$ cat config.mk
export PLATFORM = sky130hd
export DESIGN_NAME = fwd_unit
export DESIGN_NICKNAME = d
export VERILOG_FILES = /design/src/rtl/fwd_pkg.sv /design/src/rtl/fwd_hit_detect.sv /design/src/rtl/fwd_operand_select.sv /design/src/rtl/fwd_rf_bypass.sv /design/src/rtl/fwd_unit.sv
export SDC_FILE = /design/constraint.sdc
export NUM_CORES = 1
export LEC_CHECK = 0
export ABC_CLOCK_PERIOD_IN_PS = 1700
export BUFFER_PORTS_ARGS = -buffer_cell sky130_fd_sc_hd__buf_2
export CELL_PAD_IN_SITES_DETAIL_PLACEMENT = 0
export CELL_PAD_IN_SITES_GLOBAL_PLACEMENT = 1
export CORE_AREA = 8 8 133 135
export DETAILED_ROUTE_END_ITERATION = 10
export DIE_AREA = 0 0 141 143
export PLACE_DENSITY_LB_ADDON = 0.1
export REMOVE_ABC_BUFFERS = 1
export SLEW_MARGIN = 20
export SYNTH_ARGS = -nofsm -noshare
export SYNTH_HDL_FRONTEND = slang
export SYNTH_HIERARCHICAL = 1
export SYNTH_SLANG_ARGS = --single-unit
$ cat constraint.sdc
create_clock -name vclk -period 1.7
set_input_delay 0.17 -clock vclk [all_inputs]
set_output_delay 0.17 -clock vclk [all_outputs]
set_load 0.005 [all_outputs]
$ cat src/rtl/fwd_pkg.sv
package fwd_pkg;
  localparam int REG_W  = 5;
  localparam int DATA_W = 32;

  typedef enum logic [1:0] {
    FWD_RF  = 2'b00,
    FWD_WB  = 2'b01,
    FWD_MEM = 2'b10
  } fwd_sel_e;
endpackage

$ cat src/rtl/fwd_hit_detect.sv
module fwd_hit_detect #(
  parameter int REG_W = fwd_pkg::REG_W
) (
  input  logic             prod_we,
  input  logic [REG_W-1:0] prod_rd,
  input  logic [REG_W-1:0] cons_idx,
  output logic             hit
);
  // A producer is usable only if it writes, targets a real register and matches.
  assign hit = prod_we && (prod_rd != '0) && (prod_rd == cons_idx);
endmodule

$ cat src/rtl/fwd_operand_select.sv
module fwd_operand_select
  import fwd_pkg::*;
#(
  parameter int REG_W  = fwd_pkg::REG_W,
  parameter int DATA_W = fwd_pkg::DATA_W
) (
  input  logic [REG_W-1:0]  src,
  input  logic [DATA_W-1:0] rf_val,
  input  logic              mem_we,
  input  logic [REG_W-1:0]  mem_rd,
  input  logic [DATA_W-1:0] mem_res,
  input  logic              wb_we,
  input  logic [REG_W-1:0]  wb_rd,
  input  logic [DATA_W-1:0] wb_val,
  output logic [1:0]        sel,
  output logic [DATA_W-1:0] val,
  output logic              mem_hit,
  output logic              wb_hit
);
  fwd_hit_detect #(.REG_W(REG_W)) u_mem_hit (
    .prod_we (mem_we),
    .prod_rd (mem_rd),
    .cons_idx(src),
    .hit     (mem_hit)
  );

  fwd_hit_detect #(.REG_W(REG_W)) u_wb_hit (
    .prod_we (wb_we),
    .prod_rd (wb_rd),
    .cons_idx(src),
    .hit     (wb_hit)
  );

  // Younger producer first.
  always_comb begin
    if (mem_hit)     sel = FWD_MEM;
    else if (wb_hit) sel = FWD_WB;
    else             sel = FWD_RF;
  end

  always_comb begin
    unique case (sel)
      FWD_MEM: val = mem_res;
      FWD_WB:  val = wb_val;
      default: val = rf_val;
    endcase
  end
endmodule

$ cat src/rtl/fwd_rf_bypass.sv
module fwd_rf_bypass #(
  parameter int REG_W  = fwd_pkg::REG_W,
  parameter int DATA_W = fwd_pkg::DATA_W
) (
  input  logic [REG_W-1:0]  rd_idx,
  input  logic [DATA_W-1:0] rf_data,
  input  logic              wb_we,
  input  logic [REG_W-1:0]  wb_rd,
  input  logic [DATA_W-1:0] wb_val,
  output logic              byp,
  output logic [DATA_W-1:0] data
);
  fwd_hit_detect #(.REG_W(REG_W)) u_hit (
    .prod_we (wb_we),
    .prod_rd (wb_rd),
    .cons_idx(rd_idx),
    .hit     (byp)
  );

  assign data = byp ? wb_val : rf_data;
endmodule

$ cat src/rtl/fwd_unit.sv
module fwd_unit
  import fwd_pkg::*;
#(
  parameter int REG_W  = fwd_pkg::REG_W,
  parameter int DATA_W = fwd_pkg::DATA_W
) (
  input  logic [REG_W-1:0]  ex_src_a,
  input  logic [REG_W-1:0]  ex_src_b,
  input  logic [DATA_W-1:0] ex_rf_a,
  input  logic [DATA_W-1:0] ex_rf_b,
  input  logic              mem_we,
  input  logic [REG_W-1:0]  mem_rd,
  input  logic [DATA_W-1:0] mem_res,
  input  logic              wb_we,
  input  logic [REG_W-1:0]  wb_rd,
  input  logic [DATA_W-1:0] wb_val,
  input  logic [REG_W-1:0]  dec_idx_a,
  input  logic [REG_W-1:0]  dec_idx_b,
  input  logic [DATA_W-1:0] dec_rf_a,
  input  logic [DATA_W-1:0] dec_rf_b,
  output logic [1:0]        ex_sel_a,
  output logic [1:0]        ex_sel_b,
  output logic [DATA_W-1:0] ex_opnd_a,
  output logic [DATA_W-1:0] ex_opnd_b,
  output logic              dec_byp_a,
  output logic              dec_byp_b,
  output logic [DATA_W-1:0] dec_data_a,
  output logic [DATA_W-1:0] dec_data_b
);
  localparam int N_OPND = 2;
  localparam int N_RDP  = 2;

  logic [REG_W-1:0]  src_q   [N_OPND];
  logic [DATA_W-1:0] rf_q    [N_OPND];
  logic [1:0]        sel_q   [N_OPND];
  logic [DATA_W-1:0] val_q   [N_OPND];
  logic              mhit_q  [N_OPND];
  logic              whit_q  [N_OPND];

  logic [REG_W-1:0]  ridx_q  [N_RDP];
  logic [DATA_W-1:0] rdat_q  [N_RDP];
  logic              byp_q   [N_RDP];
  logic [DATA_W-1:0] bdat_q  [N_RDP];

  assign src_q[0] = ex_src_a;
  assign src_q[1] = ex_src_b;
  assign rf_q[0]  = ex_rf_a;
  assign rf_q[1]  = ex_rf_b;

  assign ridx_q[0] = dec_idx_a;
  assign ridx_q[1] = dec_idx_b;
  assign rdat_q[0] = dec_rf_a;
  assign rdat_q[1] = dec_rf_b;

  for (genvar i = 0; i < N_OPND; i++) begin : g_opnd
    fwd_operand_select #(.REG_W(REG_W), .DATA_W(DATA_W)) u_sel (
      .src    (src_q[i]),
      .rf_val (rf_q[i]),
      .mem_we (mem_we),
      .mem_rd (mem_rd),
      .mem_res(mem_res),
      .wb_we  (wb_we),
      .wb_rd  (wb_rd),
      .wb_val (wb_val),
      .sel    (sel_q[i]),
      .val    (val_q[i]),
      .mem_hit(mhit_q[i]),
      .wb_hit (whit_q[i])
    );

    always_comb begin
      if (mhit_q[i] && whit_q[i])
        p_mem_wins_r3: assert (sel_q[i] == FWD_MEM);
      if (src_q[i] == '0)
        p_zero_src_r6: assert (sel_q[i] == FWD_RF);
      if (sel_q[i] == FWD_MEM)
        p_mem_data_r1: assert (val_q[i] == mem_res);
      if (sel_q[i] == FWD_WB)
        p_wb_data_r2: assert (val_q[i] == wb_val);
      if (!mem_we && !wb_we)
        p_no_we_r7: assert (sel_q[i] == FWD_RF && val_q[i] == rf_q[i]);
    end
  end

  for (genvar j = 0; j < N_RDP; j++) begin : g_rdp
    fwd_rf_bypass #(.REG_W(REG_W), .DATA_W(DATA_W)) u_byp (
      .rd_idx (ridx_q[j]),
      .rf_data(rdat_q[j]),
      .wb_we  (wb_we),
      .wb_rd  (wb_rd),
      .wb_val (wb_val),
      .byp    (byp_q[j]),
      .data   (bdat_q[j])
    );

    always_comb begin
      if (ridx_q[j] == '0)
        p_byp_zero_r9: assert (!byp_q[j] && bdat_q[j] == rdat_q[j]);
      if (byp_q[j])
        p_byp_data_r8: assert (bdat_q[j] == wb_val);
    end
  end

  assign ex_sel_a   = sel_q[0];
  assign ex_sel_b   = sel_q[1];
  assign ex_opnd_a  = val_q[0];
  assign ex_opnd_b  = val_q[1];
  assign dec_byp_a  = byp_q[0];
  assign dec_byp_b  = byp_q[1];
  assign dec_data_a = bdat_q[0];
  assign dec_data_b = bdat_q[1];
endmodule

Word level (Yosys, flattened, before mapping):

Index checks and enable logic that the tools add are counted.

* bits in registers: 0
* input port bits: 224
* output and inout bits: 134
* word-level logic and storage cells: 28

* eq/ne operators: 10
* multiplexer cells: 8
* reductions and logical operators: 10

Operators with widths (count)
* one-hot mux 32 bit (2 select lines): 2
* two-way mux 32 bit: 2
* equality test 5 bit: 6
* nonzero test 5 bit: 2
* logical AND 1 bit: 8
* equality test 2 x 1 -> 1 bit, second input constant: 2
* equality test 2 bit, second input constant: 2
* two-way mux 2 bit: 2
* two-way mux 1 bit: 2

Logic depth before layout (Yosys ltp):

* word-level depth: 7
* mapped depth: 7
* depth with buffers taken out: 5

Hierarchy:

Netlist, hierarchy kept.

Modules (own cells, without submodules)
* fwd_operand_select: times used 2, cells each 109, area each 719.4 sq um
* fwd_rf_bypass: times used 2, cells each 36, area each 544.3 sq um
* fwd_hit_detect: times used 6, cells each 10, area each 76.3 sq um

Worst setup path after synthesis:

No wires, ideal clock.

* path type: input port to output port
* from: input port dec_idx_a[3]
* to: output port dec_data_a[0]
* arrival: 1.299 ns
* required time: 1.530 ns
* slack: 0.231 ns
* stages: 6
* path buffers: 2
* cells stage by stage: xor2_1 nor3_1 and4_1 buf_6 buf_12 mux2_4

* word-level cells in the longest chain between the ends: 3

RTL lines
* from (decl): RTL line fwd_unit.sv:17 `input logic [REG_W-1:0] dec_idx_a,`
* equality test 5 bit: RTL line fwd_hit_detect.sv:10 `assign hit = prod_we && (prod_rd != '0) && (prod_rd == cons_idx);`
* logical AND 1 bit: RTL line fwd_hit_detect.sv:10
* via dec_byp_a: RTL line fwd_unit.sv:25 `output logic dec_byp_a,`
* two-way mux 32 bit: RTL line fwd_rf_bypass.sv:20 `assign data = byp ? wb_val : rf_data;`
* to (decl): RTL line fwd_unit.sv:27 `output logic [DATA_W-1:0] dec_data_a,`

The timed path passes the listed nets, and every way through them passes these cells.

Worst setup path in the final report:

* from: input port wb_rd[1]
* to: output port dec_data_b[16]

* word-level cells in the longest chain between the ends: 4
* elaborated cells on any way between the ends: 5
* classes of those cells: eq/ne (1); mux (1); reduce/logical (3)

RTL lines
* from (decl): RTL line fwd_unit.sv:15 `input logic [REG_W-1:0] wb_rd,`
* nonzero test 5 bit: RTL line fwd_hit_detect.sv:10
* logical AND 1 bit: RTL line fwd_hit_detect.sv:10
* logical AND 1 bit *: RTL line fwd_hit_detect.sv:10
* two-way mux 32 bit *: RTL line fwd_rf_bypass.sv:20
* to (decl): RTL line fwd_unit.sv:28 `output logic [DATA_W-1:0] dec_data_b`

Every way passes the cells marked *; elsewhere a longest branch is shown, timed or not.

==> summary.md <==
| Metric | Value |
|---|---|
| Result of the run | finished with violations |
| Violations in the final reports | negative setup slack |
| Die Width | 141 um |
| Antenna violations before repair | 0 |
| Vias in the first global route | 4395 |
| Synthesized-area fraction occupied by and/or/nand/nor cells | 0.158 |
| NumNets Final | 957 |
| Clk_buf instances | 0 |
| Worst hold slack across all endpoints | 0.628 ns |
| IO Pins | 358 |
| Antenna Cells | 0 |
| Area of the multi-input gates | 2890 sq um |
| Power per cell area | 196 nW/um^2 |
| Critical Path Sink Type | primary output |
| Post-synthesis cell area | 2990 sq um |
| Area Growth Syn to Fin | 118% |
| Fraction of layout instances using a drive strength above 1 | 0.732 |
| GR Util All Layers | 0.179 |
| Gate Count Post-Synth | 350 |
| Sequential cell area in the final layout | 0 sq um |
| Final critical-path share of the clock period | 1.08 |
| Worst relative slew slack | 0.852 |
| Total power consumption of the routed design | 1.28 mW |
| Layout fillers | 1607 |
| Maximum number of pins on one net before global-route repair | 36 |
| Max incr delay on CP | 0.31 ns |
| Final Worst Setup Slack | -0.129 ns |
| Number of cells on the worst hold path | 3 |
| Hold endpoint | dec_data_b[19] |
| Adder-cell share of the synthesized area | 0 |
| Number of hold violations in the final report | 0 |
| Number of port buffers | 358 |
| Number of sequential cells in the layout | 0 |
| Multiplexer fraction of the synthesized cell area | 0.531 |
| Post-detailed-placement half-perimeter wirelength | 15000 um |
| Critical path startpoint category | input pin |
| First-pass GRT wire length | 27800 um |
| Hold path startpoint | dec_rf_b[19] |
| Synth top area cells | sky130_fd_sc_hd__mux2_4 30%, sky130_fd_sc_hd__mux2i_1 21%, sky130_fd_sc_hd__o21ai_1 11% |
| Number of buffer and inverter instances along the worst setup path | 4 |
| Combinational family with the most area after synthesis | multiplexers |
| Yosys warning total | 6 |
| Final setup vio count | 123 |
| Remaining number of nets flagged by the antenna check after routing | 0 |
| Cell type of the slowest stage on the worst timing path | sky130_fd_sc_hd__mux2_4 |
| Total count of max-transition violations in the final report | 0 |
| Number of placement rows | 46 |
| Cell leakage power | 3.00 nW |
| Placeable Area | 15600 sq um |
| Post-route minimum period | 1.83 ns |
| Cell repeated most along the worst path | sky130_fd_sc_hd__buf_12 |
| RSZ-0062 raised after global routing | yes |
| Unique cell type count in the Yosys netlist | 18 |
| TNS Setup | -8.20 ns |
| GR Overflow Total | 0 |
| Die H | 143 um |
| Number of iterations in the first detailed-routing pass | 4 |
| Share of synthesized area occupied by flip-flops and latches | 0 |
| Post-detailed-route DRC marker count | 0 |
| Starting Density | 0.191 |
| Fraction of synthesized cell area in xor and xnor cells | 0.0704 |
| Critical Path, Cell by Cell | buf_12 -> xor2_1 -> nor3_1 -> and4_4 -> buf_12 -> buf_12 -> mux2_4 -> buf_6 |
| Vias per Instance | 4.40 |
| Total die area | 20200 sq um |
| Data arrival, critical path | 1.66 ns |
| Area share of the leading cell type in the synthesized netlist | 0.302 |
| Actual transition at the worst max-transition pin | 0.220 ns |
| Cell accounting for the most synthesized area | sky130_fd_sc_hd__mux2_4 |
| Routability congestion estimate | 0.844 |
| Peak supply drop | 0.111 mV |
| Number of violations reported at the end of detailed-routing iteration 0 | 157 |
| Highest clock rate | 0.547 GHz |
| Wire length after detailed routing | 20600 um |
| Wire per inst | 21.7 um |
| Kind of path behind the tightest hold check | in -> out |
| Required @ worst endpoint | 1.53 ns |
| Mean instance size in the synthesized netlist | 8.53 sq um |
| Kind of cell adding the most delay to the critical path | buffers and inverters |
| Class of the most critical setup path | in -> out |
| Area fraction in compound gates after synthesis | 0.117 |
| Max Fanout on Critical Path | 8 |
| Count of vias placed by the detailed router | 4164 |
| Reported max-cap violation count | 0 |
-- per-layer routing --
layer | part of all wire | routed length (um) | vias to the layer above | global-route usage
li1 | - | - | 2022 | -
met1 | 0.38 | 7780 | 1960 | 0.204
met2 | 0.55 | 11200 | 180 | 0.345
met3 | 0.075 | 1540 | 2 | 0.0407
met4 | 0.0020 | 42 | 0 | 0.00452
met5 | 0 | 0 | - | 0
-- what timing repair did --
| action | CTS | global route |
|---|---|---|
| cloned | 16 | 6 |
| pin swaps | 11 | 13 |
| endpoints found under the setup margin | 128 | 130 |
| setup buffers | 15 | 4 |
| gates resized for setup | 124 | 73 |
| hold buffers | 0 | 0 |
-- cell families after synthesis --
family | Yosys count
multiplexers | 128
AND/OR/NAND/NOR | 96
AO/OA/AOI/OAI | 70
buffers and inverters | 32
XOR/XNOR | 24
-- cell usage in the layout (no fill, tap or decap), drive strengths merged --
cell type and count:
buf 407, mux2i 64, xnor2 6, nor3 6, mux2 64, nand2 70, clkbuf 6, and4 6
xor2 18, nor4 6, nor2b 2, or2 6, o21ai 70
-- report_power, final --
group	switching, mW	total (mW)	leakage (nW)	internal [mW]
Combinational	0.517	1.28	3.00	0.760
Clock	0	0	0	0
Sequential	0	0	0	0
-- layout make-up --
type | count | area share
tap | 216 | 0.0416
timing repair buffer | 413 | 0.514
multi-input combinational | 318 | 0.445
-- worst max path at each step --
stage / slack (ns) / startpoint / depth (start not counted) / to
floorplan: -0.68 / dec_idx_a[3] / 4 / dec_data_a[29]
global placement: -0.18 / wb_rd[3] / 7 / dec_data_a[31]
detailed placement: -0.24 / wb_rd[3] / 7 / dec_data_b[31]
CTS: -0.12 / wb_rd[1] / 8 / dec_data_b[16]
global route: -0.18 / ex_src_a[4] / 11 / ex_opnd_a[10]
finish: -0.13 / wb_rd[1] / 8 / dec_data_b[16]
-- synth_stat cells --
cell type	count
sky130_fd_sc_hd__nand2_1	70
sky130_fd_sc_hd__mux2i_1	64
sky130_fd_sc_hd__o21ai_1	64
sky130_fd_sc_hd__mux2_4	60
sky130_fd_sc_hd__xor2_1	18
sky130_fd_sc_hd__buf_12	12
sky130_fd_sc_hd__buf_2	12
sky130_fd_sc_hd__and4_1	6
sky130_fd_sc_hd__nor3_1	6
sky130_fd_sc_hd__nor4_2	6
sky130_fd_sc_hd__o21ai_0	6
sky130_fd_sc_hd__or2_0	6
sky130_fd_sc_hd__xnor2_1	6
sky130_fd_sc_hd__buf_6	4
sky130_fd_sc_hd__mux2_2	4
sky130_fd_sc_hd__buf_4	2
sky130_fd_sc_hd__clkbuf_1	2
sky130_fd_sc_hd__nor2b_1	2
-- stage by stage --
step	setup slack, ns	cells	utilization	instance area (sq um)
2_1_floorplan	-0.683	318	-	2620
3_3_place_gp	-0.179	912	0.320	4990
3_5_place_dp	-0.245	912	0.320	4990
4_1_cts	-0.122	942	0.392	6110
5_1_grt	-0.177	947	0.417	6500
6_report	-0.129	947	0.417	6500
No activity file was read; power rests on OpenSTA's default activity.
